$ cat config.mk
export PLATFORM = sky130hd
export DESIGN_NAME = lwd_top
export DESIGN_NICKNAME = d
export VERILOG_FILES = /design/src/rtl/lwd_pkg.sv /design/src/rtl/lwd_prescaler.sv /design/src/rtl/lwd_counter.sv /design/src/rtl/lwd_top.sv
export SDC_FILE = /design/constraint.sdc
export NUM_CORES = 1
export LEC_CHECK = 0
export BUFFER_PORTS_ARGS = -buffer_cell sky130_fd_sc_hd__buf_2
export CORE_ASPECT_RATIO = 0.7
export CORE_UTILIZATION = 30
export CTS_CLUSTER_DIAMETER = 40
export CTS_CLUSTER_SIZE = 8
export DETAILED_ROUTE_END_ITERATION = 16
export PLACE_DENSITY = 0.55
export RECOVER_POWER = 50
export SLEW_MARGIN = 15
export SYNTH_ARGS = -nofsm -noshare
export SYNTH_HDL_FRONTEND = slang
export SYNTH_SLANG_ARGS = --single-unit
$ cat constraint.sdc
create_clock -name clk -period 4.01 [get_ports clk]
set_input_delay 0.401 -clock clk [delete_from_list [all_inputs] [get_ports clk]]
set_output_delay 0.401 -clock clk [all_outputs]
set_load 0.02 [all_outputs]
$ cat src/rtl/lwd_pkg.sv
package lwd_pkg;

  localparam int ADDR_W = 3;

  localparam logic [ADDR_W-1:0] ADR_LOAD  = 3'd0;
  localparam logic [ADDR_W-1:0] ADR_VALUE = 3'd1;
  localparam logic [ADDR_W-1:0] ADR_CTRL  = 3'd2;
  localparam logic [ADDR_W-1:0] ADR_CLEAR = 3'd3;
  localparam logic [ADDR_W-1:0] ADR_CAPT  = 3'd4;

  localparam logic [7:0] CTRL_WMASK = 8'hEF;

  typedef struct packed {
    logic       run_en;
    logic       dir_up;
    logic       wd_mode;
    logic       rsvd;
    logic [1:0] psel;
    logic       wd_irq;
    logic       pd_stop;
  } ctrl_t;

  localparam logic [1:0] PSEL_DIV1  = 2'b00;
  localparam logic [1:0] PSEL_DIVM  = 2'b01;

endpackage

$ cat src/rtl/lwd_prescaler.sv
module lwd_prescaler #(
  parameter int MID_LOG2 = 4,
  parameter int HI_LOG2  = 8
) (
  input  logic       clk,
  input  logic       clr,
  input  logic       run,
  input  logic       tick,
  input  logic [1:0] psel,
  output logic       step
);
  import lwd_pkg::*;

  localparam int CW = HI_LOG2;
  localparam logic [CW-1:0] LIM_MID = CW'((1 << MID_LOG2) - 1);
  localparam logic [CW-1:0] LIM_HI  = CW'((1 << HI_LOG2) - 1);

  logic [CW-1:0] phase_q;
  logic [CW-1:0] limit;
  logic          adv;

  always_comb begin
    case (psel)
      PSEL_DIV1: limit = '0;
      PSEL_DIVM: limit = LIM_MID;
      default:   limit = LIM_HI;
    endcase
  end

  assign adv  = run & tick;
  assign step = adv & (phase_q >= limit);

  always_ff @(posedge clk) begin
    if (clr)
      phase_q <= '0;
    else if (adv)
      phase_q <= step ? '0 : phase_q + 1'b1;
  end

endmodule

$ cat src/rtl/lwd_counter.sv
module lwd_counter #(
  parameter int          W       = 16,
  parameter logic [W-1:0] RST_VAL = 16'h03D7
) (
  input  logic         clk,
  input  logic         zap,
  input  logic         reload,
  input  logic         step,
  input  logic         wd,
  input  logic         dir_up,
  input  logic         irq_sel,
  input  logic [W-1:0] load_val,
  output logic [W-1:0] value,
  output logic         irq,
  output logic         rst_req
);

  logic up;
  logic at_end;

  assign up     = dir_up & ~wd;
  assign at_end = up ? (value == {W{1'b1}}) : (value == '0);

  always_ff @(posedge clk) begin
    rst_req <= 1'b0;
    if (zap) begin
      value <= RST_VAL;
      irq   <= 1'b0;
    end else if (reload) begin
      value <= load_val;
      irq   <= 1'b0;
    end else if (step) begin
      if (at_end) begin
        value <= load_val;
        if (wd && !irq_sel)
          rst_req <= 1'b1;
        else
          irq <= 1'b1;
      end else if (up) begin
        value <= value + 1'b1;
      end else begin
        value <= value - 1'b1;
      end
    end
  end

endmodule

$ cat src/rtl/lwd_top.sv
module lwd_top #(
  parameter int              CNT_W    = 16,
  parameter logic [CNT_W-1:0] LOAD_RST = 16'h03D7,
  parameter int              MID_LOG2 = 4,
  parameter int              HI_LOG2  = 8
) (
  input  logic             clk,
  input  logic             por,
  input  logic             sys_rst,
  input  logic             tick,
  input  logic             dbg_halt,
  input  logic             pwr_down,
  input  logic             cap_strobe,
  input  logic             reg_wr,
  input  logic             reg_rd,
  input  logic [2:0]       reg_addr,
  input  logic [CNT_W-1:0] reg_wdata,
  output logic [CNT_W-1:0] reg_rdata,
  output logic             irq,
  output logic             rst_req
);
  import lwd_pkg::*;

  localparam int CTRL_W = $bits(ctrl_t);

  ctrl_t            ctrl_q;
  logic [CNT_W-1:0] load_q;
  logic [CNT_W-1:0] cap_q;
  logic [CNT_W-1:0] value_q;
  logic             wd_q;
  logic             zap;
  logic             clr_wr;
  logic             wr_load;
  logic             wr_ctrl;
  logic             run;
  logic             step;

  assign wd_q    = ctrl_q.wd_mode;
  assign zap     = por | (sys_rst & ~wd_q);
  assign clr_wr  = reg_wr & (reg_addr == ADR_CLEAR);
  assign wr_load = reg_wr & (reg_addr == ADR_LOAD) & ~wd_q;
  assign wr_ctrl = reg_wr & (reg_addr == ADR_CTRL) & ~wd_q;
  assign run     = (ctrl_q.run_en | wd_q) & ~dbg_halt & ~(pwr_down & ctrl_q.pd_stop);

  always_ff @(posedge clk) begin
    if (zap) begin
      load_q <= LOAD_RST;
      ctrl_q <= '0;
      cap_q  <= '0;
    end else begin
      if (wr_load)
        load_q <= reg_wdata;
      if (wr_ctrl)
        ctrl_q <= ctrl_t'(reg_wdata[CTRL_W-1:0] & CTRL_WMASK);
      if (cap_strobe && !wd_q)
        cap_q <= value_q;
    end
  end

  always_ff @(posedge clk) begin
    if (zap || !reg_rd) begin
      reg_rdata <= '0;
    end else begin
      case (reg_addr)
        ADR_LOAD:  reg_rdata <= load_q;
        ADR_VALUE: reg_rdata <= value_q;
        ADR_CTRL:  reg_rdata <= {{(CNT_W-CTRL_W){1'b0}}, ctrl_q};
        ADR_CAPT:  reg_rdata <= cap_q;
        default:   reg_rdata <= '0;
      endcase
    end
  end

  lwd_prescaler #(
    .MID_LOG2 (MID_LOG2),
    .HI_LOG2  (HI_LOG2)
  ) u_presc (
    .clk  (clk),
    .clr  (zap | clr_wr),
    .run  (run),
    .tick (tick),
    .psel (ctrl_q.psel),
    .step (step)
  );

  lwd_counter #(
    .W       (CNT_W),
    .RST_VAL (LOAD_RST)
  ) u_cnt (
    .clk      (clk),
    .zap      (zap),
    .reload   (clr_wr),
    .step     (step),
    .wd       (wd_q),
    .dir_up   (ctrl_q.dir_up),
    .irq_sel  (ctrl_q.wd_irq),
    .load_val (load_q),
    .value    (value_q),
    .irq      (irq),
    .rst_req  (rst_req)
  );

endmodule

# Word-level counts from Yosys, hierarchy flattened

Index checks and enable logic that the tools add are counted.

Logic and storage cells: 66
Bits in registers: 81
Output and inout port bits: 18
Bits of input ports: 28

Muxes and demuxes: 9
Bitwise gates (word level): 21
Eq/ne operators: 6
Add/subtract/negate cells: 3
$lt $le $gt $ge: 1
Reductions and logical operators: 13

Operator list:

| operator                                           | number |
|---|---|
| 2-to-1 mux 16 bit                                  | 4 |
| case mux 16 bit (4 select lines)                   | 1 |
| adder 16 x 1 -> 16 bit, second input constant      | 1 |
| == test 16 bit, second input constant              | 1 |
| zero test 16 bit                                   | 1 |
| case mux 8 bit (2 select lines)                    | 1 |
| subtractor 16 x 1 -> 16 bit, second input constant | 1 |
| bitwise AND 1 bit                                  | 12 |
| adder 8 x 1 -> 8 bit, second input constant        | 1 |
| greater-or-equal comparator 8 bit                  | 1 |
| 2-to-1 mux 8 bit                                   | 1 |
| == test 3 x 2 -> 1 bit, second input constant      | 2 |
| inverter 1 bit                                     | 6 |
| OR reduction 4 bit                                 | 1 |
| == test 3 x 1 -> 1 bit, second input constant      | 1 |
| == test 3 bit, second input constant               | 1 |
| zero test 1 bit                                    | 3 |
| zero test 3 bit                                    | 1 |
| OR 1 bit                                           | 3 |
| AND reduction 3 bit                                | 1 |
| == test 2 x 1 -> 1 bit, second input constant      | 1 |
| logical AND 1 bit                                  | 2 |
| zero test 2 bit                                    | 1 |
| 2-to-1 mux 1 bit                                   | 2 |
| other kinds (3)                                    | 3 |

# Depth between registers and ports, before layout

Word-level depth: 7
Mapped depth: 12

# Hierarchy

Synthesis repeated with hierarchy kept, for this count alone.

Cell total of the unflattened synthesis: 558
Area, all modules: 4,753.3 µm²

By module, submodules not included:

| module        | sequential area each (µm²) | area an instance (µm²) | cells each | times used |
|---|---|---|---|---|
| lwd_top       | 1,101.1                    | 2,428.6                | 269        | 1 |
| lwd_counter   | 360.3                      | 1,741.7                | 223        | 1 |
| lwd_prescaler | 160.2                      | 583.1                  | 66         | 1 |

# Worst setup path before layout

No wires, ideal clock.

Path type: reg-to-reg
Start: reg ctrl_q (netlist bit wd_q)
End: reg u_cnt.value[15]
Cell stages (with the launch flop): 12
Required time: 3,893 ps
Data arrival time: 2,860 ps
Path slack: 1,033 ps
Clock period less this slack: 2,977 ps
Path buffers: 0
Path through: dfxtp_1 nor2b_1 inv_1 ha_1 a211o_2 a2111oi_4 nor2_2 a221oi_2 o221ai_2 xnor2_1 o21ai_1 a22o_1

Longest elaborated chain between the ends: 6
Elaborated cells on any way between the ends: 15
Classes of those cells: mux: 5; bitwise: 9; reduce/logical: 1

RTL lines:

| item                                                                            | RTL line                                        | text |
|---|---|---|
| start: declaration                                                              | lwd_top.sv:26                                   | `ctrl_t ctrl_q;` |
| start signal: assignment                                                        | lwd_top.sv:54                                   | `ctrl_q <= ctrl_t'(reg_wdata[CTRL_W-1:0] & CTRL_WMASK);` |
| OR 1 bit / inverter 1 bit (equally long branches)                               | lwd_top.sv:43, lwd_counter.sv:21, lwd_top.sv:39 |  |
| bitwise AND 1 bit (on tied branches)                                            | lwd_top.sv:43, lwd_counter.sv:21                |  |
| bitwise AND 1 bit, or another cell as far along                                 | lwd_top.sv:43                                   | `assign run = (ctrl_q.run_en \| wd_q) & ~dbg_halt & ~(pwr_down & ctrl_q.pd_stop);` |
| bitwise AND 1 bit / 2-to-1 mux 16 bit (equally long branches)                   | lwd_prescaler.sv:30, lwd_counter.sv:33          |  |
| bitwise AND 1 bit / 2-to-1 mux 16 bit (equally long branches)                   | lwd_prescaler.sv:31, lwd_counter.sv:32          |  |
| nonzero test 2 bit (no source line) / 2-to-1 mux 16 bit (equally long branches) | -                                               |  |
| end signal: assignment                                                          | lwd_counter.sv:30                               | `value <= load_val;` |
| end signal: assignment                                                          | lwd_counter.sv:34                               | `value <= load_val;` |
| end signal: assignment                                                          | lwd_counter.sv:40                               | `value <= value + 1'b1;` |
| end: declaration                                                                | lwd_counter.sv:13                               | `output logic [W-1:0] value,` |

Parallel ways exist; a longest one is shown, timed or not. The select of a mux whose other input is x is not followed.
A chain may end at the register's enable or synchronous reset.

# Worst setup path after layout

Ends and elaborated chain as after synthesis.

==> results by group <==
Flow run
  – Max_cap viols: 1

Route
  – 1st-iter DRT viols: 341
  – Routed Antenna Nets: 0
  – Routed wire per std cell: 15.98 um
  – WL final: 12150 um
  – Vias/cell: between 5 and 6
  – First-pass DRT Iterations: 5
  – Vias: 3930
  – DRC violations left: 0

Clock network
  – CTS clk-pin slew, worst paths: 0.06 ns
  – CTS buffer count: 9
  – CTS root buffer: clkbuf_16
  – # hold bufs at CTS: 0
  – CTS resizes: 0
  – CTS H-Tree Depth: 3
  – CTS Sinks: 81
  – Clock latency on the worst-skew pair: 0.34 ns
  – Post-CTS setup buffer count: 0
  – TritonCTS clock tree: yes
  – CTS max path bufs: 2

Critical path
  – Worst path slowest cell: ha_1
  – CP peak stage delay: 0.42 ns
  – CP Launch Type: register
  – Worst EP required: 4.24 ns
  – CP Max Fanout: 17
  – Crit path kind: register to register
  – Critical Path, Cell by Cell: nor2b_1 -> inv_1 -> ha_1 -> a211o_2 -> a2111oi_4 -> nor2_2 -> a221oi_2 -> o221ai_2 -> xnor2_1 -> o21ai_1 -> a22o_1
  – CP arrival: around 3.7 ns
  – Crit end category: register
  – R2R Setup Slk: 0.54 ns

Global route
  – Initial antenna violation count: 0
  – First-pass GRT wire length: 19220 um
  – All-Layer GR Usage: 17.31%
  – Grt total ovfl: 0
  – Largest net degree at the start of global routing: 29
  – Vias in the first global route: 3516

Floorplanning
  – Initial core utilization: a little under a third
  – Row count: 36
  – I/O pin count: 46
  – Die ar.: approximately 15000 um2
  – Die height: between 100 and 150 um
  – Die W: 144.5 um
  – Core area: approximately 14000 um2

Final layout
  – FF/Latch Area: around 1600 um2
  – Area Overhead vs Synth: 14.99%
  – Most common cell after layout, fill and taps aside: nand2_1
  – Filler Cell Count: 1462
  – Layout cells sized above 1: 10.00%
  – Finished Layout Cells: 760
  – Antenna Diode Count: 0
  – Fin nets: 617
  – Most frequent cells in the layout: 94 x nand2_1, 81 x dfxtp_1, 68 x nor2_1
  – Multi-input gate area: approximately 2500 um2
  – Post-layout util: 35.35%

Place
  – PortBufs: 45
  – Dpl hpwl: 8908 um
  – GP Congestion: roughly 0.85
  – Placed cells: between 700 and 800

Worst hold path
  – Worst min-delay path class: input pin to register

Timing
  – Max_slew headroom: -0.8283%
  – Hold Fails Final Rpt: 0
  – Clock Skews: 0.007601 ns
  – Tmin final: 3.469 ns
  – RSZ-0062 raised after global routing: false
  – Fmax: about 0.29 GHz
  – Setup TNS: 0 ns
  – Part of the cycle the worst path needs: between 80% and 90%
  – Final Max Slew Viols: 22
  – Final setup vio count: 0
  – Slew at the pin closest to its max-slew limit: 1.512 ns

Power
  – Max VDD drop: roughly 0.18 mV
  – PD cells: 370.5 nW/um2
  – Leakage: 0.001844 uW
  – Tot Pwr: between 1500 and 2000 uW

Logic synthesis
  – Avg Cell Area, Syn: 7.988 um2
  – YS warnings: 0
  – Syn Nets: 585
  – Top FF cell, synth: dfxtp_1
  – Seq cells post-synth: 81
  – Netlist cell types: 53
  – Post-synthesis sequential area ratio: 38.02%
  – EDFF count, synth: 0
  – Cell Area, Synth: 4265 um2
  – Ys async rst share: 0%
  – Post-Synthesis Cells: 534

Status
  – Failing checks: max-capacitance violations, max-slew violations
  – Outcome: finished, violations left
-- per-stage QoR --
step	area (um2)	worst slack (ns)	hold WS [ns]
after CTS	4936	0.5293	0.2755
after global routing	4905	0.3084	0.2913
final	4905	0.5413	0.2792
after global placement	4626	0.6784	0.4421
after detailed placement	4626	0.5788	0.4476
after floorplan	4265	1.033	0.4360
-- cells in the mapped netlist, types with 2 or more instances --
cell type,n,area (um2)
buf_2,2,10.01
ha_1,22,275.3
xor2_1,7,61.31
mux2i_1,18,180.2
o21bai_1,2,15.01
a2111oi_4,2,55.05
o211ai_1,2,15.01
nand2b_1,3,18.77
a21o_2,2,17.52
nor3_1,3,15.01
a31oi_1,10,62.56
or2_2,2,12.51
and3_1,2,12.51
buf_6,2,22.52
a21o_1,6,45.04
nor2b_1,5,31.28
nor2_1,68,255.2
a211oi_1,8,60.06
nor4_1,5,31.28
clkbuf_1,20,75.07
nand3_1,16,80.08
nand4_1,11,68.82
dfxtp_1,81,1622
nand2_1,94,352.8
buf_1,3,11.26
o21ai_0,21,105.1
a21oi_1,61,305.3
inv_1,11,41.29
nor2_2,2,12.51
o21ai_1,2,10.01
a32oi_1,3,26.28
a22o_1,3,26.28
xnor2_1,13,113.9
and4_1,3,26.28
-- path summary, 6_finish.rpt --
check / startpoint / endpoint / cells past startpoint
max: wd_q / u_cnt.value[15] / 11
min: reg_wdata[9] / load_q[9] / 3
max reg2reg: wd_q / u_cnt.value[15] / 11
min reg2reg: cap_q[10] / cap_q[10] / 2
-- kinds of logic after synthesis --
group / share of synthesized area [%]
AND/OR/NAND/NOR: 22.62
AO/OA/AOI/OAI: 20.04
flip-flops: 38.02
buffers and inverters: 4.077
adder cells (fa/ha/maj): 6.923
XOR/XNOR: 4.107
multiplexers: 4.224
-- sequential cells by signal (all words and copies together) (netlist names) --
register / flops
load_q: 16
wd_q: 1
ctrl_q: 6
cap_q: 16
reg_rdata: 16
u_cnt.rst_req: 1
u_cnt.value: 16
u_cnt.irq: 1
u_presc.phase_q: 8
-- cell type report --
type	instances	area share, %
clock inverters	5	1.658
clock buffers	10	4.668
multi-input cells	414	50.36
flip-flops and latches	81	33.06
inverters	11	0.8418
well taps	190	4.847
repair buffers	49	4.566
-- report_power, final --
group	internal, uW	switching, uW
clock network	542	328
registers	813	7.16
logic	43.1	84.3
total	1400	419
-- metal layers --
metal / vias to the layer above / share of wire [%] / global-route usage [%]
met3: 18 / 6.6 / 3.404
met2: 140 / 42 / 25.78
li1: 1930 / - / -
met1: 1842 / 50 / 24.86
met4: 0 / 1.7 / 5.587
met5: - / 0 / 0
-- critical path, delay by kind of cell (launching register included) --
family / cells / cell delay [ns]
simple gates: 2 / 0.44
compound gates: 6 / 1.55
xor+xnor: 1 / 0.20
flops: 1 / 0.39
buf+inv: 1 / 0.36
fa+ha+maj: 1 / 0.42
Power figures use the tool's default switching activity.
